[config.mk]
export PLATFORM = sky130hd
export DESIGN_NAME = pin_port
export DESIGN_NICKNAME = d
export VERILOG_FILES = /design/src/rtl/pin_port_pkg.sv /design/src/rtl/pin_sync.sv /design/src/rtl/pin_pad_ctrl.sv /design/src/rtl/pin_port.sv
export SDC_FILE = /design/constraint.sdc
export NUM_CORES = 1
export LEC_CHECK = 0
export ABC_AREA = 1
export CORE_MARGIN = 5
export CORE_UTILIZATION = 30
export CTS_CLUSTER_SIZE = 12
export DETAILED_ROUTE_END_ITERATION = 8
export HOLD_SLACK_MARGIN = 0.06
export PLACE_DENSITY = 0.67
export SETUP_SLACK_MARGIN = 0.4
export SLEW_MARGIN = 20
export SYNTH_ARGS = -nofsm -noshare
export SYNTH_HDL_FRONTEND = slang
export SYNTH_SLANG_ARGS = --single-unit
[constraint.sdc]
create_clock -name clk -period 2.11 [get_ports clk]
set_input_delay 0.211 -clock clk [delete_from_list [all_inputs] [get_ports clk]]
set_output_delay 0.211 -clock clk [all_outputs]
set_load 0.01 [all_outputs]
[src/rtl/pin_port_pkg.sv]
package pin_port_pkg;
    localparam int WIDTH  = 8;
    localparam int AW     = 6;
    localparam logic [AW-1:0] ADDR_SENSE = 6'h16;
    localparam logic [AW-1:0] ADDR_MODE  = 6'h17;
    localparam logic [AW-1:0] ADDR_DRIVE = 6'h18;

    typedef struct packed {
        logic [WIDTH-1:0] drive;
        logic [WIDTH-1:0] mode;
    } ctrl_t;
endpackage

[src/rtl/pin_sync.sv]
module pin_sync #(
    parameter int W      = 8,
    parameter int STAGES = 2
) (
    input  logic         clk,
    input  logic         rst_n,
    input  logic [W-1:0] din,
    output logic [W-1:0] dout
);
    logic [STAGES-1:0][W-1:0] stage_d, stage_q;

    always_comb begin
        stage_d[0] = din;
        for (int s = 1; s < STAGES; s++) stage_d[s] = stage_q[s-1];
    end

    always_ff @(posedge clk or negedge rst_n) begin
        if (!rst_n) stage_q <= '0;
        else        stage_q <= stage_d;
    end

    assign dout = stage_q[STAGES-1];
endmodule

[src/rtl/pin_pad_ctrl.sv]
module pin_pad_ctrl #(
    parameter int W = 8
) (
    input  logic [W-1:0] drive,
    input  logic [W-1:0] mode,
    output logic [W-1:0] pad_out,
    output logic [W-1:0] pad_oe,
    output logic [W-1:0] pad_pu
);
    for (genvar i = 0; i < W; i++) begin : g_pin
        always_comb begin
            pad_oe[i]  = mode[i];
            pad_out[i] = mode[i] & drive[i];
            pad_pu[i]  = ~mode[i] & drive[i];
        end
    end


    always_comb begin
        pu_exclusive_chk: assert ((pad_pu & pad_oe) == '0);
    end
endmodule

[src/rtl/pin_port.sv]
module pin_port
    import pin_port_pkg::*;
(
    input  logic          clk,
    input  logic          rst_n,
    input  logic [AW-1:0] bus_addr,
    input  logic [7:0]    bus_wdata,
    input  logic          bus_we,
    output logic [7:0]    bus_rdata,
    input  logic [7:0]    pad_in,
    output logic [7:0]    pad_out,
    output logic [7:0]    pad_oe,
    output logic [7:0]    pad_pu
);
    ctrl_t ctrl_d, ctrl_q;
    logic [WIDTH-1:0] sense_q;

    always_comb begin
        ctrl_d = ctrl_q;
        if (bus_we) begin
            if (bus_addr == ADDR_DRIVE) ctrl_d.drive = bus_wdata;
            if (bus_addr == ADDR_MODE)  ctrl_d.mode  = bus_wdata;
        end
    end

    always_ff @(posedge clk or negedge rst_n) begin
        if (!rst_n) ctrl_q <= '0;
        else        ctrl_q <= ctrl_d;
    end

    always_comb begin
        unique case (bus_addr)
            ADDR_SENSE: bus_rdata = sense_q;
            ADDR_MODE:  bus_rdata = ctrl_q.mode;
            ADDR_DRIVE: bus_rdata = ctrl_q.drive;
            default:    bus_rdata = '0;
        endcase
    end

    pin_sync #(.W(WIDTH), .STAGES(2)) u_sync (
        .clk(clk), .rst_n(rst_n), .din(pad_in), .dout(sense_q)
    );

    pin_pad_ctrl #(.W(WIDTH)) u_pads (
        .drive(ctrl_q.drive), .mode(ctrl_q.mode),
        .pad_out(pad_out), .pad_oe(pad_oe), .pad_pu(pad_pu)
    );


    ctrl_hold_chk: assert property (@(posedge clk) disable iff (!rst_n)
        !(bus_we && (bus_addr == ADDR_MODE || bus_addr == ADDR_DRIVE))
        |=> $stable(ctrl_q));


    mode_write_chk: assert property (@(posedge clk) disable iff (!rst_n)
        (bus_we && bus_addr == ADDR_MODE) |=> (pad_oe == $past(bus_wdata)));


    out_follow_chk: assert property (@(posedge clk) disable iff (!rst_n)
        ((pad_out & pad_oe) == (ctrl_q.drive & pad_oe)));


    unmapped_zero_chk: assert property (@(posedge clk) disable iff (!rst_n)
        (bus_addr > ADDR_DRIVE || bus_addr < ADDR_SENSE) |-> (bus_rdata == 8'h00));
endmodule

==> results.toml, run 1 <==
[timing]
hold_violations = 0
clock.fmax_ghz = 0.6258
setup-tns-final_ps = 0
finClkSkew_ps = 1.092
rsz0062_at_grt = "no"
setup_viol = 0
final_max_slew_viol_count = 0
max_slew_margin = 0.7333
worst_pin_slew_ps = 400.1
period_needed_ps = 1598
post-route-period-util = 0.7573
hold_ws_ps = 310.5

[finish]
final_nets = 263
syn_to_final_growth_pct = 52.09
drive_above_1_share = 0.1757
final_cells = 306
diodes = 0

[route]
routed_via_density = 4.408
firstDrtPassIters = 4
drt_iter0_drc = 115
wl_um = 3925
ant_nets = 0
routedWlPerCell_um = 12.83
drc_errors = 0
vias = 1349

[worst_setup_path]
path_delay_family = "buffers and inverters"
cp_cell_sequence = "clkdlybuf4s50_1, inv_1, nand2_2, nor2_4, buf_4, nand3_1, nand3_1, clkbuf_2"
crit_type = "primary input to output port"
cp.depth = 8
slowest_stage = "clkdlybuf4s50_1"
setup.worst_path.start_class = "primary input"
cpMostUsedCell = "nand3_1"
path_max_fanout = 6
critPathMaxStageDelay_ps = 420
required_ps = 1900
worstSetupEndpointType = "output port"
critical_path_arrival_ps = 1390
path_buf_inv = 4
rr_worst_depth = 2

[status]
outcome = "finished clean"

[floorplanning]
core_region_area_um2 = 4786
die_h_um = 80.57
io_pins = 57
die_area_um2 = 6491
chipWidth_um = 80.57
rows = 25
start_util = 0.3122

[clock_tree]
cts_buffers = 5
cts_buffer_depth = 2
clock_latency_ps = 280
cts-root-buf = "clkbuf_8"
clock_sinks = 32
clkTransAtPathRegs_ps = 80
cts_tree = "done"
htreeDepth = 2

[logic_synthesis]
syn-instance-count = 173
synth-seq-cells = 32
syn-num-nets = 198
synth_area_um2 = 1494
synth.distinct_cells = 14
seq_area_frac_synth = 0.5360
syn_avg_cell_area_um2 = 8.635
synth_warnings = 0

[global_route]
antenna_found_initial = 0
grt_pass1_wl_um = 6334
grt_usage = 0.1285
grt_max_degree = 33
overflow = 0
grt_pass1_vias = 1327

[placement]
dp_cells = 289
place_hpwl_um = 2721
finalWeightedCongestion = 0.7708
io_buffers = 56

[pwr]
vdd_ir_drop_max_mv = 0.4636
leakage_nw = 1.130
p_per_area_nw_per_um2 = 656.3

[flow_run]
maxCapViolations = 0

[hold_path]
hp-class = "primary input to asynchronous set/reset pin"
==> placed cells by master, fill, tap and decap left out <==
| cell | instances |
|---|---|
| nand2_1 | 42 |
| nor2_1 | 9 |
| clkbuf_16 | 1 |
| nor2_4 | 3 |
| dfrtp_1 | 32 |
| buf_2 | 2 |
| clkdlybuf4s50_1 | 46 |
| inv_2 | 1 |
| nor2_2 | 1 |
| inv_1 | 18 |
| buf_4 | 13 |
| clkinvlp_4 | 2 |
| nand3_1 | 32 |
| clkbuf_2 | 6 |
| buf_12 | 2 |
| clkbuf_8 | 5 |
| dlymetal6s2s_1 | 2 |
| inv_4 | 1 |
| nand4_1 | 16 |
| nand2_4 | 1 |
| nand3_2 | 2 |
| nand2_2 | 1 |
| clkinv_4 | 1 |
==> repair_timing <==
item,4_1_cts,5_1_grt
setup endpoints to repair,8,8
pin swaps,1,3
setup buffers,6,2
gates cloned,0,1
resized for setup,21,14
hold buffers,0,0
==> cell families (layout without fill, tap and decap cells) <==
family                 Yosys count  count (layout)  share of synthesized area
and+or+nand+nor                107             107                     0.3459
DFF                             32              32                     0.5360
buffers and inverters           34             100                     0.1181
==> worst register-to-register path, delay by kind of cell, from the launching register on <==
kind             cells  cell delay (ps)
flip-flops           1              440
AND/OR/NAND/NOR      2              150
==> metrics by stage <==
stage	setup slack (ps)	instance area (um2)	utilization	power (mW)
2_1_floorplan	1042	1494	-	0.8533
3_3_place_gp	4.879	2115	0.4418	1.015
3_5_place_dp	19.30	2115	0.4418	1.019
4_1_cts	390.0	2260	0.4722	1.497
5_1_grt	427.1	2272	0.4748	1.573
6_report	512.1	2272	0.4748	1.491
==> registers in the layout, summed over array words and instances (netlist names) <==
register        cells
ctrl_q             16
u_sync.dout         8
u_sync.stage_d      8
==> path summary, 6_finish.rpt <==
| check | startpoint | to | slack (ps) |
|---|---|---|---|
| setup / recovery | bus_addr[3] | bus_rdata[1] | 510 |
| hold / removal | rst_n | ctrl_q[1]$_DFFE_PN0P_ | 310 |
| setup reg to reg | ctrl_q[5]$_DFFE_PN0P_ | ctrl_q[5]$_DFFE_PN0P_ | 1420 |
| hold reg to reg | u_sync.stage_d[10]$_DFF_PN0_ | u_sync.dout[2]$_DFF_PN0_ | 350 |
| max in group asynchronous | rst_n | ctrl_q[8]$_DFFE_PN0P_ | 1500 |
| min in group clk | u_sync.stage_d[10]$_DFF_PN0_ | u_sync.dout[2]$_DFF_PN0_ | 350 |
==> area by class of cell <==
type | instances | area (um2)
multi-input cells | 107 | 529.3
flip-flops and latches | 32 | 800.8
clock buffers | 5 | 68.82
fillers | 456 | 2514
inverters | 20 | 77.57
repair buffers | 72 | 688.2
clock inverters | 3 | 23.77
well taps | 67 | 83.83
==> synth_stat cells, drive strengths merged <==
| cell | instances | area [um2] |
|---|---|---|
| buf | 14 | 101.3 |
| dfrtp | 32 | 800.8 |
| inv | 20 | 75.07 |
| nand2 | 44 | 167.7 |
| nand3 | 34 | 180.2 |
| nand4 | 16 | 100.1 |
| nor2 | 13 | 68.81 |
==> report_power, final <==
group / internal [mW] / switching [mW] / total [mW] / leakage (nW)
combinational: 0.162 / 0.131 / 0.292 / 0.689
sequential: 0.668 / 0.0553 / 0.724 / 0.400
clock: 0.233 / 0.242 / 0.475 / 0.0404
total: 1.06 / 0.428 / 1.49 / 1.13
==> layer usage <==
metal	GRT usage	wire, um	up-vias
met1	0.1584	1712	609
met2	0.2086	1912	48
li1	-	-	688
met5	0	0	-
met3	0.03700	267	4
met4	0.05405	33	0
No activity file was read; power rests on OpenSTA's default activity.
==> run 2: changes to the inputs <==
Settings changed: PLACE_DENSITY 0.67 to 0.69.
Clock period 2.11 ns to 1.3 ns, I/O delays scaled along.
==> results.toml, run 2 (same netlist as run 1, synthesis figures left out) <==
[timing]
hold_violations = 0
period_needed_ps = 1270
post-route-period-util = 0.9767
max_slew_margin = 0.8354
setup_viol = 0
final_max_slew_viol_count = 0
hold_ws_ps = 206.7
worst_slack_ps = 30.31
clock.fmax_ghz = 0.7876
worst_pin_slew_ps = 246.9
setup-tns-final_ps = 0
finClkSkew_ps = 0.2361
rsz0062_at_grt = "yes"

[global_route]
grt_max_degree = 33
grt_pass1_wl_um = 7389
grt_pass1_vias = 1543
grt_usage = 0.1496
antenna_found_initial = 0
overflow = 0

[route]
drt_iter0_drc = 84
firstDrtPassIters = 4
wl_um = 4908
routed_via_density = 4.608
vias = 1562
ant_nets = 0
drc_errors = 0
routedWlPerCell_um = 14.48

[placement]
dp_cells = 295
place_hpwl_um = 2801
place_area_um2 = 2172
io_buffers = 56
post-place-ws_ps = -575.0
finalWeightedCongestion = 0.7977

[worst_setup_path]
rr_worst_depth = 4
setup.worst_path.start_class = "flop"
critPathMaxStageDelay_ps = 390
required_ps = 1170
cpMostUsedCell = "buf_6"
cp_cell_sequence = "buf_6, buf_6, nand3_2, nand3_2, buf_6"
path_max_fanout = 2
slowest_stage = "dfrtp_1"
critical_path_arrival_ps = 1140
cp.depth = 5
crit_type = "flop to output port"
path_buf_inv = 3
path_delay_family = "flip-flops"
worstSetupEndpointType = "output port"

[finish]
final_cell_mix = "buf_6 (51), nand3_2 (28), dfrtp_1 (27), nand2_1 (22), nand2_2 (19)"
final_area_um2 = 2912
multi_input_area_um2 = 769.5
fillers = 383
syn_to_final_growth_pct = 94.89
mostFrequentLayoutCell = "buf_6"
post-route-util = 0.6084
final_nets = 297
drive_above_1_share = 0.6360
diodes = 0
final_cells = 339
regMostFlops = "ctrl_q"
largest_reg_flops = 16
regArea_um2 = 807.0

[pwr]
vdd_ir_drop_max_mv = 0.6887
leakage_nw = 1.455
p_total_mw = 2.738
p_per_area_nw_per_um2 = 940.4

[clock_tree]
clock_latency_ps = 270
cts_buffer_depth = 2
cts-root-buf = "clkbuf_8"
clkTransAtPathRegs_ps = 70
cts_tree = "done"
htreeDepth = 2
cts_buffers = 5
clock_sinks = 32
holdBufCountCts = 0

[floorplanning]
io_pins = 57
die_area_um2 = 6491
rows = 25
start_util = 0.3122
core_region_area_um2 = 4786
chipWidth_um = 80.57
die_h_um = 80.57

[flow_run]
maxCapViolations = 0

[status]
outcome = "finished clean"

[hold_path]
hp-class = "primary input to asynchronous set/reset pin"
[run 2: changes by cell type in the layout (fill, tap and decap cells not counted), sizes merged]
cell / before / now
clkinv: 1 / 2
clkinvlp: 2 / 0
dlygate4sd2: 0 / 1
inv: 20 / 19
clkdlybuf4s50: 46 / 17
dlymetal6s2s: 2 / 0
buf: 17 / 87
clkbuf: 12 / 7
[run 2: path summary, 6_finish.rpt]
kind | from | to | slack, ps
min | rst_n | ctrl_q[8]$_DFFE_PN0P_ | 210
max reg2reg | ctrl_q[1]$_DFFE_PN0P_ | ctrl_q[1]$_DFFE_PN0P_ | 420
max in group asynchronous | rst_n | ctrl_q[7]$_DFFE_PN0P_ | 910
max | ctrl_q[9]$_DFFE_PN0P_ | bus_rdata[1] | 30
min in group clk | pad_in[5] | u_sync.stage_d[13]$_DFF_PN0_ | 290
min reg2reg | u_sync.stage_d[13]$_DFF_PN0_ | u_sync.dout[5]$_DFF_PN0_ | 350
[run 2: metal layers]
metal	vias to the layer above	wire, um	track usage
met3	12	342	0.03700
met1	736	1814	0.1713
met5	-	0	0
li1	758	-	-
met4	0	102	0.04561
met2	56	2649	0.2715
[run 2: where the power goes]
part / internal, mW / switching (mW) / total [mW] / leakage, nW
Clock: 0.363 / 0.341 / 0.705 / 0.0410
Combinational: 0.489 / 0.372 / 0.861 / 1.02
Sequential: 1.09 / 0.0823 / 1.17 / 0.393
[run 2: what timing repair did]
| action | CTS | global route |
|---|---|---|
| gates cloned | 1 | 0 |
| pin swaps | 28 | 30 |
| buffers inserted | 28 | 8 |
| gates resized for setup | 221 | 75 |
| setup endpoints to repair | 48 | 48 |
[run 2: layout make-up]
class,count,area share
Tap cell,67,0.02879
Timing Repair Buffer,106,0.3704
Inverter,20,0.03266
Clock inverter,1,0.001719
Multi-Input combinational cell,107,0.2643
Clock buffer,6,0.02492
Sequential cell,32,0.2772
[run 2: worst reg2reg max path, stage by stage (launching register included)]
cell     delay (ps)
dfrtp_1         400
buf_4           150
buf_6           110
nand2_1          50
nand2_1          50
==> run 3: changes to the inputs <==
Settings changed: SLEW_MARGIN 20 to default.
==> results of run 3 <==
No change in the layout: final DEF, timing and power equal those of run 2.
